**src/rtl/fpcc_pkg.sv**
```systemverilog
package fpcc_pkg;
  localparam int EXP_W  = 8;
  localparam int FRAC_W = 23;
  localparam int FP_W   = 1 + EXP_W + FRAC_W;
  localparam int CC_W   = 4;
  localparam int NUM_SRC = 2;

  typedef struct packed {
    logic            nan;
    logic            snan;
    logic            zero;
    logic            sign;
    logic [FP_W-2:0] mag;
  } fp_class_t;

  typedef struct packed {
    logic un;
    logic lt;
    logic eq;
    logic gt;
  } fp_rel_t;
endpackage

```
**src/rtl/fpcc_classify.sv**
```systemverilog
module fpcc_classify
  import fpcc_pkg::*;
(
  input  logic [FP_W-1:0] val_i,
  output fp_class_t       cls_o
);
  logic [EXP_W-1:0]  expo;
  logic [FRAC_W-1:0] frac;
  logic              exp_full;

  always_comb begin
    expo          = val_i[FP_W-2 -: EXP_W];
    frac          = val_i[FRAC_W-1:0];
    exp_full      = &expo;
    cls_o.nan     = exp_full & (|frac);
    cls_o.snan    = exp_full & (|frac) & ~frac[FRAC_W-1];
    cls_o.zero    = ~(|val_i[FP_W-2:0]);
    cls_o.sign    = val_i[FP_W-1];
    cls_o.mag     = val_i[FP_W-2:0];
  end
endmodule

```
**src/rtl/fpcc_relate.sv**
```systemverilog
module fpcc_relate
  import fpcc_pkg::*;
(
  input  fp_class_t a_i,
  input  fp_class_t b_i,
  output fp_rel_t   rel_o
);
  logic unord;
  logic same_val;
  logic a_below;

  always_comb begin
    unord    = a_i.nan | b_i.nan;
    same_val = (a_i.zero & b_i.zero) |
               ((a_i.sign == b_i.sign) && (a_i.mag == b_i.mag));
    if (a_i.sign != b_i.sign)
      a_below = a_i.sign;
    else if (a_i.sign)
      a_below = (a_i.mag > b_i.mag);
    else
      a_below = (a_i.mag < b_i.mag);

    rel_o.un = unord;
    rel_o.eq = ~unord & same_val;
    rel_o.lt = ~unord & ~same_val & a_below;
    rel_o.gt = ~unord & ~same_val & ~a_below;
  end


  always_comb begin
    relation_onehot_chk: assert ($onehot({rel_o.un, rel_o.lt, rel_o.eq, rel_o.gt}));
  end
endmodule

```
**src/rtl/fpcc_predicate.sv**
```systemverilog
module fpcc_predicate
  import fpcc_pkg::*;
(
  input  logic [CC_W-1:0] cc_i,
  input  fp_rel_t         rel_i,
  input  logic            any_snan_i,
  output logic            hit_o,
  output logic            raise_o
);
  logic trap_form;

  always_comb begin
    trap_form = cc_i[CC_W-1];
    hit_o     = (cc_i[0] & rel_i.un) |
                (cc_i[1] & rel_i.eq) |
                (cc_i[2] & rel_i.lt);
    raise_o   = any_snan_i | (trap_form & rel_i.un);
  end
endmodule

```
**src/rtl/fpcc_unit.sv**
```systemverilog
module fpcc_unit
  import fpcc_pkg::*;
#(
  parameter int IDX_W = 5
) (
  input  logic             clk,
  input  logic             rst_n,
  input  logic             op_valid,
  input  logic [3:0]       cond_code,
  input  logic [IDX_W-1:0] src_a_idx,
  input  logic [IDX_W-1:0] src_b_idx,
  output logic [IDX_W-1:0] rf_raddr_a,
  output logic [IDX_W-1:0] rf_raddr_b,
  input  logic [31:0]      rf_rdata_a,
  input  logic [31:0]      rf_rdata_b,
  input  logic             flag_clr,
  output logic             bcond_o,
  output logic             invalid_o
);
  logic [FP_W-1:0] opnd [NUM_SRC];
  fp_class_t       cls  [NUM_SRC];
  fp_rel_t         rel;
  logic            hit;
  logic            raise;
  logic            any_snan;

  logic bcond_q, bcond_d, bcond_en;
  logic inv_q, inv_d, inv_en;

  assign rf_raddr_a = src_a_idx;
  assign rf_raddr_b = src_b_idx;
  assign opnd[0]    = rf_rdata_a;
  assign opnd[1]    = rf_rdata_b;

  for (genvar g = 0; g < NUM_SRC; g++) begin : g_cls
    fpcc_classify u_cls (
      .val_i (opnd[g]),
      .cls_o (cls[g])
    );
  end

  assign any_snan = cls[0].snan | cls[1].snan;

  fpcc_relate u_rel (
    .a_i   (cls[0]),
    .b_i   (cls[1]),
    .rel_o (rel)
  );

  fpcc_predicate u_pred (
    .cc_i       (cond_code),
    .rel_i      (rel),
    .any_snan_i (any_snan),
    .hit_o      (hit),
    .raise_o    (raise)
  );

  // next-state logic
  always_comb begin
    bcond_en = op_valid;
    bcond_d  = hit;
    inv_en   = (op_valid & raise) | flag_clr;
    inv_d    = op_valid & raise;
  end

  // registers
  always_ff @(posedge clk or negedge rst_n) begin
    if (!rst_n) begin
      bcond_q <= 1'b0;
      inv_q   <= 1'b0;
    end else begin
      if (bcond_en) bcond_q <= bcond_d;
      if (inv_en)   inv_q   <= inv_d;
    end
  end

  assign bcond_o   = bcond_q;
  assign invalid_o = inv_q;


  false_pred_chk: assert property (@(posedge clk) disable iff (!rst_n)
    (op_valid && cond_code[2:0] == 3'b000) |=> !bcond_o);


  cond_hold_chk: assert property (@(posedge clk) disable iff (!rst_n)
    !op_valid |=> $stable(bcond_o));


  flag_sticky_chk: assert property (@(posedge clk) disable iff (!rst_n)
    (invalid_o && !flag_clr) |=> invalid_o);


  flag_clear_chk: assert property (@(posedge clk) disable iff (!rst_n)
    (flag_clr && !op_valid) |=> !invalid_o);


  raddr_chk: assert property (@(posedge clk) disable iff (!rst_n)
    (rf_raddr_a == src_a_idx) && (rf_raddr_b == src_b_idx));
endmodule

```
**config.mk**
```make
export PLATFORM = sky130hd
export DESIGN_NAME = fpcc_unit
export DESIGN_NICKNAME = d
export VERILOG_FILES = /design/src/rtl/fpcc_pkg.sv /design/src/rtl/fpcc_classify.sv /design/src/rtl/fpcc_relate.sv /design/src/rtl/fpcc_predicate.sv /design/src/rtl/fpcc_unit.sv
export SDC_FILE = /design/constraint.sdc
export NUM_CORES = 1
export LEC_CHECK = 0
export CORE_MARGIN = 8
export CORE_UTILIZATION = 31
export DETAILED_ROUTE_END_ITERATION = 10
export GPL_ROUTABILITY_DRIVEN = 0
export GPL_TIMING_DRIVEN = 0
export PLACE_DENSITY = 0.77
export SYNTH_ARGS = -nofsm -noshare
export SYNTH_HDL_FRONTEND = slang
export SYNTH_SLANG_ARGS = --single-unit
```
**constraint.sdc**
```tcl
create_clock -name clk -period 0.9 [get_ports clk]
set_input_delay 0.09 -clock clk [delete_from_list [all_inputs] [get_ports clk]]
set_output_delay 0.09 -clock clk [all_outputs]
set_load 0.02 [all_outputs]
```
Yosys cells after proc, flatten, opt, wreduce, memory -nomap -nowiden:

Index checks and enable logic that the tools add are counted.

* bitwise operators: 26
* multiplexer cells: 2
* $lt $le $gt $ge: 2
* reductions and logical operators: 7
* equal/unequal tests: 3

Operator list (number)
* 31-bit OR reduction: 2
* 23-bit OR reduction: 2
* 31-bit equality test: 1
* 31-bit > comparator: 1
* 31-bit less-than comparator: 1
* 8-bit AND reduction: 2
* 1-bit AND: 13
* 1-bit OR: 7
* 1-bit inverter: 6
* 1-bit 2-to-1 mux: 2
* 1-bit equality test: 1
* 1-bit logical AND: 1
* 1-bit inequality test: 1

* bits of input ports: 82
* flip-flop bits (word level): 2
* output and inout port bits: 12

Longest topological paths before layout:

Gate-level depths: netlist of run 1.

* depth after elaboration: 9
* gate-level depth with buffers: 9
* mapped depth without buffers: 9

Cells and area by module:

From an unflattened synthesis of run 1, not the netlist that was laid out.

* cells, all modules: 239
* area, all modules: 1794.2 µm²

Modules (own cells, without submodules)
* fpcc_relate: cells an instance 125, times used 1, area an instance 918.4 µm²
* fpcc_classify: cells an instance 47, times used 2, area an instance 347.8 µm²
* fpcc_unit: cells an instance 17, times used 1, area an instance 158.9 µm²
* fpcc_predicate: cells an instance 3, times used 1, area an instance 21.3 µm²

Least setup slack after synthesis of run 1:

OpenSTA, ideal clock, no wires.

* kind: input port to flip-flop
* start: in rf_rdata_b[18]
* end: reg bcond_q (netlist: bcond_o)
* cell stages on the path: 9
* buffers on the path: 0
* arrival time: 1.447 ns
* setup slack: -0.678 ns
* path through: inv_1 ha_1 nand2_1 o21a_1 o21ba_2 o21ba_2 o211a_1 o21ai_0 o22ai_2

* longest elaborated chain between the ends: 9
* elaborated cells on any way between the ends: 23
* classes of those cells: 2 x order compare; 1 x eq/ne; 2 x mux; 15 x bitwise; 3 x reduce/logical

RTL lines
* start: declaration: RTL line fpcc_unit.sv:15 `input logic [31:0] rf_rdata_b,`
* branches (longest 8 deep; another with 31-bit less-than comparator)
* 1-bit OR (*): RTL line fpcc_predicate.sv:15 `(cc_i[1] & rel_i.eq) |`
* end signal: assignment: RTL line fpcc_unit.sv:72 `if (bcond_en) bcond_q <= bcond_d;`
* end: declaration: RTL line fpcc_unit.sv:27 `logic bcond_q, bcond_d, bcond_en;`

Every way passes the cells marked *.
A chain may end at the register's enable or synchronous reset.

Worst setup path after layout of run 1:

* start: in rf_rdata_b[19]
* end: reg bcond_q (netlist: bcond_o)

Same word-level chain as after synthesis.

==> flow_metrics.env, run 1 <==
export IMPL_cts_tree="yes"
export IMPL_clockBufferDepth=2
export IMPL_tns_ns=-1.274
export IMPL_power_density_nw_per_um2=597.6
export IMPL_start_util=0.3263
export IMPL_port_buffers=83
export IMPL_cp_required_ns=1.04
export IMPL_report_final_slew_viol_count=0
export IMPL_setup_viol=2
export IMPL_ys_seq_area_frac=0.04158
export IMPL_p_seq_frac=0.068
export IMPL_grt_pass1_wl_um=8038
export IMPL_rows=22
export IMPL_ys_seq_elements=2
export IMPL_n_antenna_cell=0
export IMPL_top_layer="met4"
export IMPL_fin_crit_ns=1.683
export IMPL_crit_arrival_ns=1.82
export IMPL_finalPower_mw=1.476
export IMPL_clk_insertion_delay_late_ns=0.22
export IMPL_fp_dieW_um=78.31
export IMPL_cap_violations=0
export IMPL_via_per_inst=5.159
export IMPL_synth_avg_cell_area_um2=7.295
export IMPL_htreeDepth=1
export IMPL_drt_iter0_drc=70
export IMPL_path_class="in -> reg"
export IMPL_path_max_fanout=2
export IMPL_layout_common_cells="25 x buf_4, 21 x ha_4, 19 x clkdlybuf4s50_1, 19 x buf_2, 18 x inv_1"
export IMPL_p_leak_nw=1.085
export IMPL_cts_made_buffers=3
export IMPL_fin_ws_ns=-0.7832
export IMPL_p_sw_mw=0.5588
export IMPL_ys_flop_type="dfrtp_1"
export IMPL_ir_worst_vdd_mv=0.9868
export IMPL_max_freq_ghz=0.5941
export IMPL_synth_edff_count=0
export IMPL_syn2layout_area_growth_pct=105.2
export IMPL_cp_end_kind="register"
export IMPL_finalWirelength_um=5309
export IMPL_drcViolationCount=0
export IMPL_final_common_cell="buf_4"
export IMPL_hold_path_class="in -> async"
export IMPL_finalCritPeriodShare=1.870
export IMPL_synth_cells=165
export IMPL_relSlewSlack=0.7849
export IMPL_synthArstFlopShare=1.000
export IMPL_nets=376
export IMPL_holdBufCountCts=0
export IMPL_synth_area_leaders="ha_1 32%, inv_1 11%, nand4_1 7.3%, buf_4 6.2%, nor4_1 6.2%"
export IMPL_synth_warnings=0
export IMPL_clkPwrFrac=0.252
export IMPL_synth_top_cell_area_share=0.3222
export IMPL_gr_total_overflow=0
export IMPL_synth_cell_types=30
export IMPL_p_sw_frac=0.3786
export IMPL_die_area_um2=6132
export IMPL_io_pins=94
export IMPL_synth_top_area_cell="ha_1"
export IMPL_holdWs_ns=0.04126
export IMPL_place_ws_ns=-1.561
export IMPL_drt_met1_wl_um=2127
export IMPL_cts_sinks=2
export IMPL_fin_skew_ns=0
export IMPL_power_frac_comb=0.680
export IMPL_core_um2=3689
export IMPL_met3_wirelength_um=329
export IMPL_vias=1594
export IMPL_clk_pin_slew_worst_paths_ns=0.03
export IMPL_violations="setup timing"
export IMPL_syn_area_um2=1204
export IMPL_status="finished with violations"
export IMPL_met2_length_um=2784
export IMPL_rsz0062_at_grt="yes"
export IMPL_crit_path_start_kind="primary input"
export IMPL_detail_route_antenna_nets=0
export IMPL_first_pass_iters=4
export IMPL_grt_pass1_vias=1773
export IMPL_drive_above_1_share=0.5364
export IMPL_grt_max_degree=5
export IMPL_cts_root_buffer="clkbuf_8"
export IMPL_die_h_um=78.31
export IMPL_synth_nets=278
export IMPL_antenna_found_initial=0
export IMPL_power_internal_mw=0.9171
export IMPL_grt_use_total=0.1573
export IMPL_tightestPinTransition_ns=0.3197
export IMPL_hold_viol_final=0
export IMPL_hpwl_um=4125
export IMPL_wire_per_inst_um=17.18
[sequential cells by signal, summed over array words and instances (netlist names)]
signal and count:
bcond_o 1, invalid_o 1
[cell type report]
cell class,instances,area [µm²]
fill,314,1219
timing repair buffer,93,738.2
clock buffer,3,41.29
buffer,10,75.07
tap,48,60.06
multi-input combinational,119,1373
inverter,34,132.6
sequential,2,50.05
[metal layers]
metal / vias to the layer above / GRT usage
met4: 0 / 0.04815
met1: 736 / 0.1767
met2: 53 / 0.2883
met3: 5 / 0.03189
met5: - / 0
li1: 800 / -
[what timing repair did]
| item | CTS | global route |
|---|---|---|
| setup endpoints to repair | 4 | 2 |
| setup buffers | 6 | 4 |
| endpoints found under the hold margin | 0 | 0 |
| gates resized for setup | 197 | 88 |
| pin swaps | 53 | 28 |
[kinds of logic after synthesis]
| group | count (synthesis) | synth area share |
|---|---|---|
| adder cells (fa/ha/maj) | 31 | 0.3222 |
| AND/OR/NAND/NOR | 51 | 0.2547 |
| XOR/XNOR | 1 | 0.007278 |
| flip-flops | 2 | 0.04158 |
| AO/OA/AOI/OAI | 36 | 0.2058 |
| buffers and inverters | 44 | 0.1684 |
[synth_stat cells, drive strengths merged (2+ instances only)]
cell,number
a21oi,13
ha,31
buf,10
nor3,2
a21o,3
o21ba,2
nand3,4
nor2,6
dfrtp,2
nand2,6
inv,34
o22ai,4
o21a,2
o21ai,6
nor4,15
nand4,14
[worst max-delay path, stage by stage]
cell	delay (ns)
buf_6	0.09
inv_2	0.03
ha_1	0.28
nand4_1	0.20
nor4_4	0.40
nand3_2	0.16
o22ai_4	0.21
and2b_1	0.16
a221oi_2	0.06
o22ai_2	0.14
[through the flow]
stage                     area, µm²    util  cells
after floorplan                1234       -    165
final                          2470  0.6696    309
after CTS                      2362  0.6404    305
after detailed placement       2125  0.5760    296
after global placement         2125  0.5760    296
after global routing           2470  0.6696    309
[path summary, 6_finish.rpt]
path,depth (start not counted),from,slack (ns),end
hold reg to reg,2,invalid_o,0.56,invalid_o
setup reg to reg,4,bcond_o,-0.10,bcond_o
min in group clk,4,rf_rdata_b[22],0.33,invalid_o
max in group asynchronous,1,rst_n,0.73,invalid_o
hold / removal,1,rst_n,0.04,bcond_o
setup / recovery,10,rf_rdata_b[19],-0.78,bcond_o
[power groups by stage]
stage	registers, mW	logic [mW]	clock network, mW
finish	0.0997	1.00	0.372
global route	0.100	1.10	0.396
CTS	0.0997	0.907	0.390
detailed placement	0.101	0.877	0
global placement	0.100	0.862	0
floorplan	0.108	0.358	0
(Power assumes the default switching activity.)
==> inputs of run 2 (changes only) <==
--- a/config.mk
+++ b/config.mk
@@ -6,11 +6,13 @@
 export NUM_CORES = 1
 export LEC_CHECK = 0
 export CORE_MARGIN = 8
-export CORE_UTILIZATION = 31
+export CORE_UTILIZATION = 37
+export CTS_CLUSTER_DIAMETER = 30
 export DETAILED_ROUTE_END_ITERATION = 10
 export GPL_ROUTABILITY_DRIVEN = 0
 export GPL_TIMING_DRIVEN = 0
 export PLACE_DENSITY = 0.77
 export SYNTH_ARGS = -nofsm -noshare
 export SYNTH_HDL_FRONTEND = slang
+export SYNTH_HIERARCHICAL = 1
 export SYNTH_SLANG_ARGS = --single-unit
==> run 2 against run 1 <==
Against the previous run:
- the flow still finishes with violations (setup timing)
- final cell count is 24% higher
- via count up 16%
- sequential share of layout area decreased by 0.40 points
- utilization decreased by 1.3 points
- clock power is 7.3% lower
- total power up 20%
- global-route usage fell by 0.30 points
- clock-buffer cell count did not move
- largest cell class unchanged
==> flow_metrics.env, run 2 <==
export IMPL_ir_worst_vdd_mv=0.4054
export IMPL_cts_sinks=2
export IMPL_synth_cells=238
export IMPL_hold_viol_final=0
export IMPL_start_util=0.3813
export IMPL_relSlewSlack=0.7698
export IMPL_first_pass_iters=4
export IMPL_hold_path_class="in -> async"
export IMPL_antenna_found_initial=0
export IMPL_gr_total_overflow=0
export IMPL_clockBufferDepth=2
export IMPL_grt_use_total=0.1543
export IMPL_drcViolationCount=0
export IMPL_grt_busiest_layer="met2"
export IMPL_violations="setup timing"
export IMPL_final_common_cell="buf_4"
export IMPL_clk_insertion_delay_late_ns=0.21
export IMPL_drive_above_1_share=0.6261
export IMPL_status="finished with violations"
export IMPL_r2r_cells=1
export IMPL_vias=1842
export IMPL_fin_skew_ns=0
export IMPL_power_density_nw_per_um2=572.7
export IMPL_synth_avg_cell_area_um2=7.518
export IMPL_rrSetupSlack_ns=0.15
export IMPL_io_pins=94
export IMPL_r2r_end="bcond_o"
export IMPL_grt_pass1_wl_um=9342
export IMPL_detail_route_antenna_nets=0
export IMPL_crit_arrival_ns=2.44
export IMPL_grt_max_degree=5
export IMPL_setup_viol=2
export IMPL_fp_dieW_um=85.54
export IMPL_gr_usage_met1=0.1607
export IMPL_tns_ns=-2.121
export IMPL_drt_iter0_drc=47
export IMPL_gr_usage_met3=0.04202
export IMPL_layout_common_cells="53 x buf_4, 38 x buf_6, 38 x buf_2"
export IMPL_n_antenna_cell=0
export IMPL_fin_ws_ns=-1.450
export IMPL_wire_per_inst_um=14.48
export IMPL_cts_made_buffers=3
export IMPL_port_buffers=81
export IMPL_synth_nets=351
export IMPL_htreeDepth=1
export IMPL_finalCritPeriodShare=2.611
export IMPL_finalWirelength_um=5545
export IMPL_holdBufCountCts=0
export IMPL_path_class="in -> reg"
export IMPL_met2_usage=0.2955
export IMPL_cts_tree="yes"
export IMPL_grt_pass1_vias=2065
export IMPL_syn2layout_area_growth_pct=72.31
export IMPL_clk_pin_slew_worst_paths_ns=0.03
export IMPL_die_area_um2=7317
export IMPL_fin_crit_ns=2.350
export IMPL_max_freq_ghz=0.4256
export IMPL_holdWs_ns=0.05107
export IMPL_finalPower_mw=1.766
export IMPL_via_per_inst=4.809
export IMPL_hpwl_um=4680
export IMPL_crit_path_start_kind="primary input"
export IMPL_p_leak_nw=1.450
export IMPL_r2r_start="bcond_o"
export IMPL_final_core_util=0.6571
export IMPL_tightestPinTransition_ns=0.3445
export IMPL_synth_warnings=6
export IMPL_cp_end_kind="register"
export IMPL_die_h_um=85.54
export IMPL_cp_required_ns=0.99
export IMPL_report_final_slew_viol_count=0
export IMPL_path_max_fanout=2
export IMPL_rsz0062_at_grt="yes"
export IMPL_cts_root_buffer="clkbuf_8"
export IMPL_nets=444
export IMPL_place_inst=373
export IMPL_stdcell_count=383
export IMPL_syn_area_um2=1789
export IMPL_core_um2=4692
export IMPL_rows=25
export IMPL_cap_violations=0
## run 2: worst max-delay path by stage
stage / depth (start not counted) / from / endpoint / slack, ns
2_1_floorplan: 11 / rf_rdata_a[9] / bcond_o / -1.43
3_3_place_gp: 13 / rf_rdata_b[10] / bcond_o / -2.13
3_5_place_dp: 13 / rf_rdata_b[10] / bcond_o / -2.14
4_1_cts: 12 / rf_rdata_a[21] / bcond_o / -1.41
5_1_grt: 12 / rf_rdata_a[22] / bcond_o / -1.57
6_report: 12 / rf_rdata_a[1] / bcond_o / -1.45
## run 2: routing by layer
| layer | part of all wire | wire length, µm |
|---|---|---|
| met1 | 0.39 | 2156 |
| met5 | 0 | 0 |
| met4 | 0.011 | 61 |
| met2 | 0.53 | 2948 |
| met3 | 0.068 | 378 |
## run 2: layout make-up
| type | instances | area [µm²] |
|---|---|---|
| Multi-Input combinational cell | 125 | 1434 |
| Timing Repair Buffer | 88 | 686.9 |
| Clock buffer | 3 | 41.29 |
| Inverter | 36 | 135.1 |
| Fill cell | 396 | 1609 |
| Buffer | 75 | 668.1 |
| Sequential cell | 2 | 50.05 |
| Tap cell | 54 | 67.56 |
## run 2: through the flow
stage                     cell area [µm²]  worst slack, ns
after floorplan                      1979           -1.426
after global placement               2858           -2.134
after detailed placement             2858           -2.145
after CTS                            3077           -1.412
after global routing                 3083           -1.565
final                                3083           -1.450
## run 2: what timing repair did
action                     CTS  global route
pin swaps                   45             2
resized for setup          291             4
setup buffers                7             0
setup endpoints to repair    4             2
## run 2: worst max-delay path, stage by stage
cell           delay [ns]
dlygate4sd2_1        0.27
buf_4                0.14
ha_1                 0.29
nand3b_1             0.11
a21oi_2              0.17
o21ai_2              0.07
nor4b_4              0.14
or3_1                0.34
and3b_1              0.18
a222oi_1             0.30
inv_1                0.08
mux2_4               0.26
## run 2: power breakdown
part	internal [mW]	switching [mW]
clock network	0.282	0.0625
registers	0.0976	0.00359
logic	0.775	0.545
total	1.15	0.611
